===== src/rtl/resv_pkg.sv =====
package resv_pkg;

  typedef enum logic [2:0] {
    OP_IDLE,
    OP_LOAD,
    OP_LR,
    OP_STORE,
    OP_SC
  } op_e;

  function automatic op_e decode_op(logic vld, logic st, logic cd);
    if (!vld)    return OP_IDLE;
    if (st && cd) return OP_SC;
    if (st)      return OP_STORE;
    if (cd)      return OP_LR;
    return OP_LOAD;
  endfunction

endpackage


===== src/rtl/resv_match.sv =====
module resv_match #(
  parameter int N_ENT = 8,
  parameter int CTX_W = 4,
  parameter int TAG_W = 26
) (
  input  logic [N_ENT-1:0] vld_i,
  input  logic [CTX_W-1:0] ctx_i [N_ENT],
  input  logic [TAG_W-1:0] tag_i [N_ENT],
  input  logic [CTX_W-1:0] req_ctx_i,
  input  logic [TAG_W-1:0] req_tag_i,
  output logic [N_ENT-1:0] hit_addr_o,
  output logic [N_ENT-1:0] hit_own_o,
  output logic [N_ENT-1:0] hit_ctx_o
);

  for (genvar g = 0; g < N_ENT; g++) begin : g_cmp
    logic ctx_eq, tag_eq;
    assign ctx_eq        = ctx_i[g] == req_ctx_i;
    assign tag_eq        = tag_i[g] == req_tag_i;
    assign hit_addr_o[g] = vld_i[g] && tag_eq;
    assign hit_ctx_o[g]  = vld_i[g] && ctx_eq;
    assign hit_own_o[g]  = vld_i[g] && ctx_eq && tag_eq;
  end

endmodule


===== src/rtl/resv_age.sv =====
module resv_age #(
  parameter int N_ENT = 8,
  localparam int IDX_W = $clog2(N_ENT)
) (
  input  logic             clk_i,
  input  logic             rst_ni,
  input  logic [N_ENT-1:0] vld_i,
  input  logic             alloc_i,
  input  logic [IDX_W-1:0] alloc_idx_i,
  output logic [IDX_W-1:0] victim_idx_o
);

  // older_q[i][j] set: slot i was allocated before slot j
  logic [N_ENT-1:0] older_q [N_ENT];

  always_ff @(posedge clk_i or negedge rst_ni) begin
    if (!rst_ni) begin
      for (int i = 0; i < N_ENT; i++) older_q[i] <= '0;
    end else if (alloc_i) begin
      for (int j = 0; j < N_ENT; j++) begin
        if (j != int'(alloc_idx_i)) begin
          older_q[alloc_idx_i][j] <= 1'b0;
          older_q[j][alloc_idx_i] <= 1'b1;
        end
      end
    end
  end

  logic [IDX_W-1:0] free_idx, old_idx;

  always_comb begin
    free_idx = '0;
    for (int i = N_ENT - 1; i >= 0; i--)
      if (!vld_i[i]) free_idx = i[IDX_W-1:0];
  end

  always_comb begin
    old_idx = '0;
    for (int i = 0; i < N_ENT; i++)
      if (&(older_q[i] | (N_ENT'(1) << i))) old_idx = i[IDX_W-1:0];
  end

  assign victim_idx_o = (&vld_i) ? old_idx : free_idx;

endmodule


===== src/rtl/resv_monitor.sv =====
module resv_monitor
  import resv_pkg::*;
#(
  parameter int N_ENT   = 8,
  parameter int CTX_W   = 4,
  parameter int ADDR_W  = 32,
  parameter int GRAN_LSB = 6,
  localparam int IDX_W   = $clog2(N_ENT),
  localparam int TAG_W   = ADDR_W - GRAN_LSB,
  localparam int NUM_CTX = 1 << CTX_W
) (
  input  logic               clk_i,
  input  logic               rst_ni,
  input  logic               req_valid_i,
  input  logic [CTX_W-1:0]   req_ctx_i,
  input  logic [ADDR_W-1:0]  req_addr_i,
  input  logic               req_store_i,
  input  logic               req_cond_i,
  output logic               rsp_valid_o,
  output logic               sc_ok_o,
  output logic               store_ok_o,
  output logic [NUM_CTX-1:0] clr_mask_o
);

  logic [N_ENT-1:0] ent_vld_q;
  logic [CTX_W-1:0] ent_ctx_q [N_ENT];
  logic [TAG_W-1:0] ent_tag_q [N_ENT];

  op_e              op;
  logic [TAG_W-1:0] req_tag;
  logic             unused_lsb;
  logic [N_ENT-1:0] hit_addr, hit_own, hit_ctx, kill;
  logic             sc_ok, allow, do_lr, lr_new;
  logic [IDX_W-1:0] own_idx, victim_idx, wr_idx;
  logic [NUM_CTX-1:0] clr_mask_d;

  assign op         = decode_op(req_valid_i, req_store_i, req_cond_i);
  assign req_tag    = req_addr_i[ADDR_W-1:GRAN_LSB];
  assign unused_lsb = ^req_addr_i[GRAN_LSB-1:0];

  resv_match #(.N_ENT(N_ENT), .CTX_W(CTX_W), .TAG_W(TAG_W)) i_match (
    .vld_i      (ent_vld_q),
    .ctx_i      (ent_ctx_q),
    .tag_i      (ent_tag_q),
    .req_ctx_i  (req_ctx_i),
    .req_tag_i  (req_tag),
    .hit_addr_o (hit_addr),
    .hit_own_o  (hit_own),
    .hit_ctx_o  (hit_ctx)
  );

  assign sc_ok  = (op == OP_SC) && |hit_own;
  assign allow  = (op == OP_STORE) || sc_ok;
  assign kill   = allow ? hit_addr : '0;
  assign do_lr  = op == OP_LR;
  assign lr_new = do_lr && !(|hit_ctx);

  always_comb begin
    own_idx = '0;
    for (int i = 0; i < N_ENT; i++)
      if (hit_ctx[i]) own_idx = i[IDX_W-1:0];
  end

  resv_age #(.N_ENT(N_ENT)) i_age (
    .clk_i        (clk_i),
    .rst_ni       (rst_ni),
    .vld_i        (ent_vld_q),
    .alloc_i      (lr_new),
    .alloc_idx_i  (victim_idx),
    .victim_idx_o (victim_idx)
  );

  assign wr_idx = lr_new ? victim_idx : own_idx;

  always_comb begin
    clr_mask_d = '0;
    for (int i = 0; i < N_ENT; i++)
      if (kill[i] && ent_ctx_q[i] != req_ctx_i) clr_mask_d[ent_ctx_q[i]] = 1'b1;
  end

  always_ff @(posedge clk_i or negedge rst_ni) begin
    if (!rst_ni) begin
      ent_vld_q <= '0;
      for (int i = 0; i < N_ENT; i++) begin
        ent_ctx_q[i] <= '0;
        ent_tag_q[i] <= '0;
      end
    end else begin
      ent_vld_q <= ent_vld_q & ~kill;
      if (do_lr) begin
        ent_vld_q[wr_idx] <= 1'b1;
        ent_ctx_q[wr_idx] <= req_ctx_i;
        ent_tag_q[wr_idx] <= req_tag;
      end
    end
  end

  always_ff @(posedge clk_i or negedge rst_ni) begin
    if (!rst_ni) begin
      rsp_valid_o <= 1'b0;
      sc_ok_o     <= 1'b0;
      store_ok_o  <= 1'b0;
      clr_mask_o  <= '0;
    end else begin
      rsp_valid_o <= req_valid_i;
      sc_ok_o     <= sc_ok;
      store_ok_o  <= allow;
      clr_mask_o  <= clr_mask_d;
    end
  end

endmodule


===== config.mk =====
export PLATFORM = sky130hd
export DESIGN_NAME = resv_monitor
export DESIGN_NICKNAME = d
export VERILOG_FILES = /design/src/rtl/resv_pkg.sv /design/src/rtl/resv_match.sv /design/src/rtl/resv_age.sv /design/src/rtl/resv_monitor.sv
export SDC_FILE = /design/constraint.sdc
export NUM_CORES = 1
export LEC_CHECK = 0
export ABC_AREA = 1
export BUFFER_PORTS_ARGS = -buffer_cell sky130_fd_sc_hd__buf_2
export CAP_MARGIN = 10
export CORE_UTILIZATION = 30
export CTS_CLUSTER_SIZE = 28
export DETAILED_ROUTE_END_ITERATION = 8
export PLACE_DENSITY_LB_ADDON = 0.15
export SKIP_CTS_REPAIR_TIMING = 1
export SLEW_MARGIN = 20
export SYNTH_ARGS = -nofsm -noshare
export SYNTH_HDL_FRONTEND = slang
export SYNTH_HIERARCHICAL = 1
export SYNTH_SLANG_ARGS = --single-unit

===== constraint.sdc =====
create_clock -name clk_i -period 7.85 [get_ports clk_i]
set_input_delay 1.9625 -clock clk_i [delete_from_list [all_inputs] [get_ports clk_i]]
set_output_delay 1.9625 -clock clk_i [all_outputs]
set_load 0.01 [all_outputs]

# Word-level counts from Yosys, hierarchy flattened
# Cells that the tools add are included.
[totals]
regBits = 331
latch_bits = 0
ramBits = 0
rom_bits = 0
inputBits = 41
out_inout_bits = 19
word_cells = 291
memories = 0
[op_classes]
add_sub_neg = 0
n_mul = 0
div_mod_pow = 0
n_lt_le_gt_ge = 24
n_eq_ne = 34
shift = 0
muxes = 108
n_bitwise = 36
n_reduce_logical = 60
[op_table]
columns = ["cell", "count"]
rows = [
  ["two-way mux 64 bit", 15],
  ["AND 64 bit", 8],
  ["NOT 64 bit", 8],
  ["bitwise mux 208 bit", 1],
  ["== test 26 bit", 8],
  ["demux 8 bit (select 3 bit)", 8],
  ["two-way mux 16 bit", 8],
  ["bitwise OR 16 bit", 7],
  ["two-way mux 3 bit", 29],
  ["demux 26 bit (select 3 bit)", 1],
  ["bitwise OR 8 bit", 9],
  ["AND reduction 7 bit", 7],
  ["logical AND 1 bit", 47],
  ["less-than comparator 4 x 5 -> 1 bit, second input constant", 8],
  ["bitwise mux 32 bit", 1],
  ["demux 1 bit (select 4 bit)", 8],
  ["== test 4 bit", 8],
  [">= comparator 4 x 1 -> 1 bit, second input constant", 8],
  ["inequality test 4 bit", 8],
  ["two-way mux 26 bit", 1],
  ["two-way mux 8 bit", 3],
  ["two-way mux 1 bit", 22],
  ["OR reduction 8 bit", 2],
  ["demux 4 bit (select 3 bit)", 1],
  ["22 further kinds", 36],
]

# Longest topological paths before layout
[logic_depth]
word_depth = 46
mapped_depth = 21
mapped_depth_nobuf = 20

# Modules after synthesis
# The synthesis kept the hierarchy.
[by_module_without_submodules]
columns = ["mod", "instances", "cells_per_inst", "area_each_um2", "seq_area_each_um2"]
rows = [
  ["resv_monitor", 1, 1706, 12887.4, 6681.4],
  ["resv_match", 1, 981, 4306.6, 0.0],
  ["resv_age", 1, 240, 2082.0, 1226.2],
]

# Worst setup path after synthesis
# OpenSTA, ideal clock, no wires.
[synth_path]
path_kind = "input-to-reg"
start = "input port req_ctx_i[3]"
end = "register ent_ctx_q[5] (netlist name)"
setup_time_ns = 0.117
arrival_ns = 4.042
required_ns = 7.733
path_slack_ns = 3.691
cell_stages = 19
n_path_buf = 3
cell_sequence = "inv_2 buf_4 nand2_1 o21ai_0 inv_1 nand4_1 inv_1 nor3_1 inv_1 nor2_1 nand2_1 nand2_1 nand2_1 clkbuf_1 inv_2 nand3_1 clkbuf_1 nand2_1 nand2_1"
[synth_between]
word_cells_on_any_way = 34
classes_between = "order compare: 2; eq/ne: 8; mux: 11; bitwise: 1; reduce/logical: 12"
[synth_lines]
columns = ["element", "line_no", "rtl"]
rows = [
  ["from (decl)", "resv_monitor.sv:15", "input logic [CTX_W-1:0] req_ctx_i,"],
  ["== test 4 bit *", "resv_match.sv:18", "assign ctx_eq = ctx_i[g] == req_ctx_i;"],
  ["logical AND 1 bit *", "resv_match.sv:21", "assign hit_ctx_o[g] = vld_i[g] && ctx_eq;"],
  ["named net hit_ctx[7]", "resv_monitor.sv:32", "logic [N_ENT-1:0] hit_addr, hit_own, hit_ctx, kill;"],
  ["OR reduction 8 bit *", "resv_monitor.sv:56", "assign lr_new = do_lr && !(|hit_ctx);"],
  ["zero test 1 bit *", "resv_monitor.sv:56", ""],
  ["logical AND 1 bit *", "resv_monitor.sv:56", ""],
  ["named net lr_new", "resv_monitor.sv:33", "logic sc_ok, allow, do_lr, lr_new;"],
  ["two-way mux 3 bit *", "resv_monitor.sv:73", "assign wr_idx = lr_new ? victim_idx : own_idx;"],
  ["NOT 3 -> 4 bit (implied by the code) *", "resv_monitor.sv:92", "ent_ctx_q[wr_idx] <= req_ctx_i;"],
  [">= comparator 4 bit (implied by the code) or less-than comparator 4 x 1 -> 1 bit (tied branches)", "resv_monitor.sv:92", ""],
  ["logical AND 1 bit (implied by the code)", "resv_monitor.sv:92", ""],
  ["two-way mux 4 bit (implied by the code)", "resv_monitor.sv:92", ""],
  ["demux 4 bit (select 3 bit) *", "resv_monitor.sv:92", ""],
  ["bitwise mux 32 bit *", "resv_monitor.sv:92", ""],
  ["to (signal, indexed assignment)", "resv_monitor.sv:92", ""],
  ["to (decl)", "resv_monitor.sv:26", "logic [CTX_W-1:0] ent_ctx_q [N_ENT];"],
]
# Mark *: on every way through the listed nets, which the timed path passes. The rest lies on a longest branch.
# A chain may end at the register's enable or synchronous reset.

# Worst setup path after layout
[layout_path]
start = "input port req_ctx_i[2]"
end = "register ent_tag_q[46] (netlist name)"
[layout_between]
word_cells_on_any_way = 34
classes_between = "order compare: 2; eq/ne: 8; mux: 11; bitwise: 1; reduce/logical: 12"
[layout_lines]
columns = ["element", "line_no", "rtl"]
rows = [
  ["== test 4 bit *", "resv_match.sv:18", ""],
  ["logical AND 1 bit *", "resv_match.sv:21", ""],
  ["named net hit_ctx[6]", "resv_monitor.sv:32", ""],
  ["OR reduction 8 bit *", "resv_monitor.sv:56", ""],
  ["zero test 1 bit *", "resv_monitor.sv:56", ""],
  ["logical AND 1 bit *", "resv_monitor.sv:56", ""],
  ["named net lr_new", "resv_monitor.sv:33", ""],
  ["two-way mux 3 bit *", "resv_monitor.sv:73", ""],
  ["NOT 3 -> 4 bit (implied by the code) *", "resv_monitor.sv:93", "ent_tag_q[wr_idx] <= req_tag;"],
  [">= comparator 4 bit (implied by the code) or less-than comparator 4 x 1 -> 1 bit (tied branches)", "resv_monitor.sv:93", ""],
  ["logical AND 1 bit (implied by the code)", "resv_monitor.sv:93", ""],
  ["two-way mux 26 bit (implied by the code)", "resv_monitor.sv:93", ""],
  ["demux 26 bit (select 3 bit) *", "resv_monitor.sv:93", ""],
  ["bitwise mux 208 bit *", "resv_monitor.sv:93", ""],
  ["to (signal, indexed assignment)", "resv_monitor.sv:93", ""],
  ["to (decl)", "resv_monitor.sv:27", "logic [TAG_W-1:0] ent_tag_q [N_ENT];"],
]
# Marked as above.

==> impl_results.md <==
- Number of buffers created by CTS: 40
- Power Density: 206 mW/mm2
- Post-synth EDFFs: 0
- Pre-Repair DR Iteration Count: 5
- Pleak: 11.5 nW
- Worst-Skew Late Latency: 0.57 ns
- # nets final: 2934
- Via count: 17700
- Setup CP Type: in2reg
- Worst EP arrival: 6.08 ns
- CP Launch Type: input pin
- Fin Hold WS: 0.467 ns
- Post-Synthesis Cell Area: 0.0193 mm2
- CP Max Fanout: 27
- Sink Count: 316
- Worst Hold Depth: 2
- Finished Core Util: 33.8%
- Routed Antenna Nets: 0
- Die Area: 0.0653 mm2
- H-tree levels: 2
- Clock buffer depth: 3
- Most frequent cells in the layout: 1232 x nand2_1, 334 x nor2_1, 316 x dfrtp_1
- Worst-case clock skew: 0.0307 ns
- Largest net degree at the start of global routing: 147
- Clk Tree Root Cell: clkbuf_16
- Crit Reg-Reg Startpoint: ent_ctx_q[7]$_DFFE_PN0P_
- Vias in the first global route: 16800
- Synth cell types: 38
- Post-route DRC: 0
- WL final: 62400 um
- Commonest non-fill, non-tap cell in the layout: nand2_1
- Ys flop type: dfrtp_1
- Met3 Track Usage GR: 2.31%
- Synth warn: 6
- Mapped Nets: 2970
- Initial antenna violation count: 4
- Clock slew at reported path FFs: 0.05 ns
- Hold crit path type: reg2reg
- Syn_area_per_cell: 6.59 um2
- Sw Ratio: 29.7%
- Area Growth Syn to Fin: 11.2%
- Critical Path Source: req_ctx_i[2]
- Gate power share: 14.8%
- Critical path required time: 8.29 ns
- Tcrit/Tclk final: 71.9%
- WL/cell: 16.6 um
- FF-to-FF End: ent_tag_q[46]$_DFFE_PN0P_
- Die width: 255 um
- Crit. End Element: register
- Reg2Reg Depth: 16
- Worst R2R Setup Slack: 3.69 ns
- End point of the critical path: ent_tag_q[46]$_DFFE_PN0P_
- Tmin final: 5.64 ns
- M1 GR Usage: 26.2%
- Placer Congestion: 0.917
- Max-capacitance violation count: 0
- Met2 Use GR: 31.0%
- Die Y: 255 um
- Sequential element share of the synthesized area: 41.0%
- Global route hottest layer: met2
- Initial DRC count: 1335
- Max Transition Viols Final: 0
- Status: finished, final reports clean
- Final setup vio count: 0
- DP Area: 0.0201 mm2
- HPWL after DPL: 41400 um
- Critical hold path startpoint: i_age/older_q[55]$_DFFE_PN0P_
- FMAX: 177 MHz
- Ys async rst share: 100%
- Synthesis-stage register bit count: 316
- Rows: 92
- Initial cell density of the core: 30.4%
- # port buffers: 53
- Drt via density: 4.71
- Cells after Synth: 2927
- Unrepaired setup endpoints after global routing: no
- IO Pins: 60
- GRT Util Overall: 19.1%
- Grt total ovfl: 0
- Hold Fails Final Rpt: 0
- Core Area: 0.0633 mm2
- Setup TNS: 0 ns
- Sequential share of power: 42.8%
- Sw Pwr: 1.31 mW
- Layout cells sized above 1: 7.07%
- Clk network pwr share: 42.3%
- CTS tree: built
- Worst ir drop on vdd: 0.000135 V
- Post-route cell area: 0.0214 mm2
- Internal: 3.10 mW
- Slew @ Worst Pin: 0.978 ns
- Slew headroom: 34.8%
- First-pass GRT wire length: 98000 um
## cells by family after synthesis
family          share of synthesized area, %
simple gates                            38.7
buf+inv                                 10.5
flops                                   41.0
compound gates                          5.36
xor+xnor                                4.27
fa+ha+maj                              0.130
## how the worst min path moves through the flow
stage | endpoint
finish | i_age/older_q[55]$_DFFE_PN0P_
global route | i_age/older_q[15]$_DFFE_PN0P_
CTS | i_age/older_q[55]$_DFFE_PN0P_
detailed placement | i_age/older_q[55]$_DFFE_PN0P_
global placement | i_age/older_q[55]$_DFFE_PN0P_
floorplan | i_age/older_q[55]$_DFFE_PN0P_
## metal layers
layer  wire, um  vias to the layer above
met5         31                        -
met4       1820                        4
met3       3010                       96
met2      28600                      395
met1      29000                     8288
li1           -                     8921
## power by group through the flow
stage	clock, mW	sequential [mW]	combinational (mW)
floorplan	0	1.88	0.481
global route	1.98	1.91	0.758
global placement	0	1.91	0.645
detailed placement	0	1.91	0.656
CTS	1.93	1.88	0.658
finish	1.87	1.89	0.654
## synthesized netlist by cell type, types with 2 or more instances
library cell	n	area [um2]
nand4_1	165	1030
xor2_1	86	753
buf_1	3	11.3
nor2_2	7	43.8
nand2_1	1233	4630
nor3_1	15	75.1
nor3_4	2	32.5
buf_6	3	33.8
a21oi_1	22	110
o21ai_0	167	836
xnor2_1	8	70.1
nand2_4	2	22.5
inv_1	294	1100
nand3_1	51	255
a21boi_0	2	15.0
nor2_4	4	45.0
dfrtp_1	316	7910
inv_2	34	128
nor3_2	2	20.0
ha_1	2	25.0
o21ai_1	6	30.0
or2_0	2	12.5
clkbuf_1	78	293
buf_2	46	230
nor2_1	336	1260
buf_4	27	203
o22ai_1	3	18.8
## worst max-delay path, stage by stage
cell,delay [ns]
buf_2,0.56
or2_0,0.19
a21boi_0,0.08
nand4_1,0.23
inv_1,0.12
nor3_1,0.30
inv_1,0.07
nor2_1,0.32
nand2_1,0.09
nand2_1,0.18
nand2_1,0.43
buf_4,0.41
inv_2,0.08
nand3_1,0.42
buf_4,0.45
nand2_1,0.10
nand2_1,0.05
## sequential cells by signal, summed over array words and instances (netlist names)
register	cells
ent_tag_q	208
i_age/older_q	49
ent_ctx_q	32
clr_mask_o	16
ent_vld_q	8
rsp_valid_o	1
sc_ok_o	1
store_ok_o	1
## through the flow
stage | cells | setup slack, ns | power (mW)
3_5_place_dp | 3695 | 1.70 | 2.57
5_1_grt | 3761 | 1.92 | 4.65
4_1_cts | 3761 | 2.29 | 4.47
3_3_place_gp | 3695 | 1.78 | 2.55
2_1_floorplan | 2927 | 3.69 | 2.36
6_report | 3762 | 2.21 | 4.41
## cell type report
| type | count | area [um2] |
|---|---|---|
| Clock buffer | 53 | 1160 |
| Inverter | 331 | 1250 |
| Antenna cell | 1 | 2.50 |
| Timing Repair Buffer | 79 | 495 |
| Clock inverter | 13 | 158 |
| Fill cell | 6833 | 41900 |
| Tap cell | 846 | 1060 |
| Multi-Input combinational cell | 2123 | 9400 |
| Sequential cell | 316 | 7910 |
No activity file was read; power rests on OpenSTA's default activity.
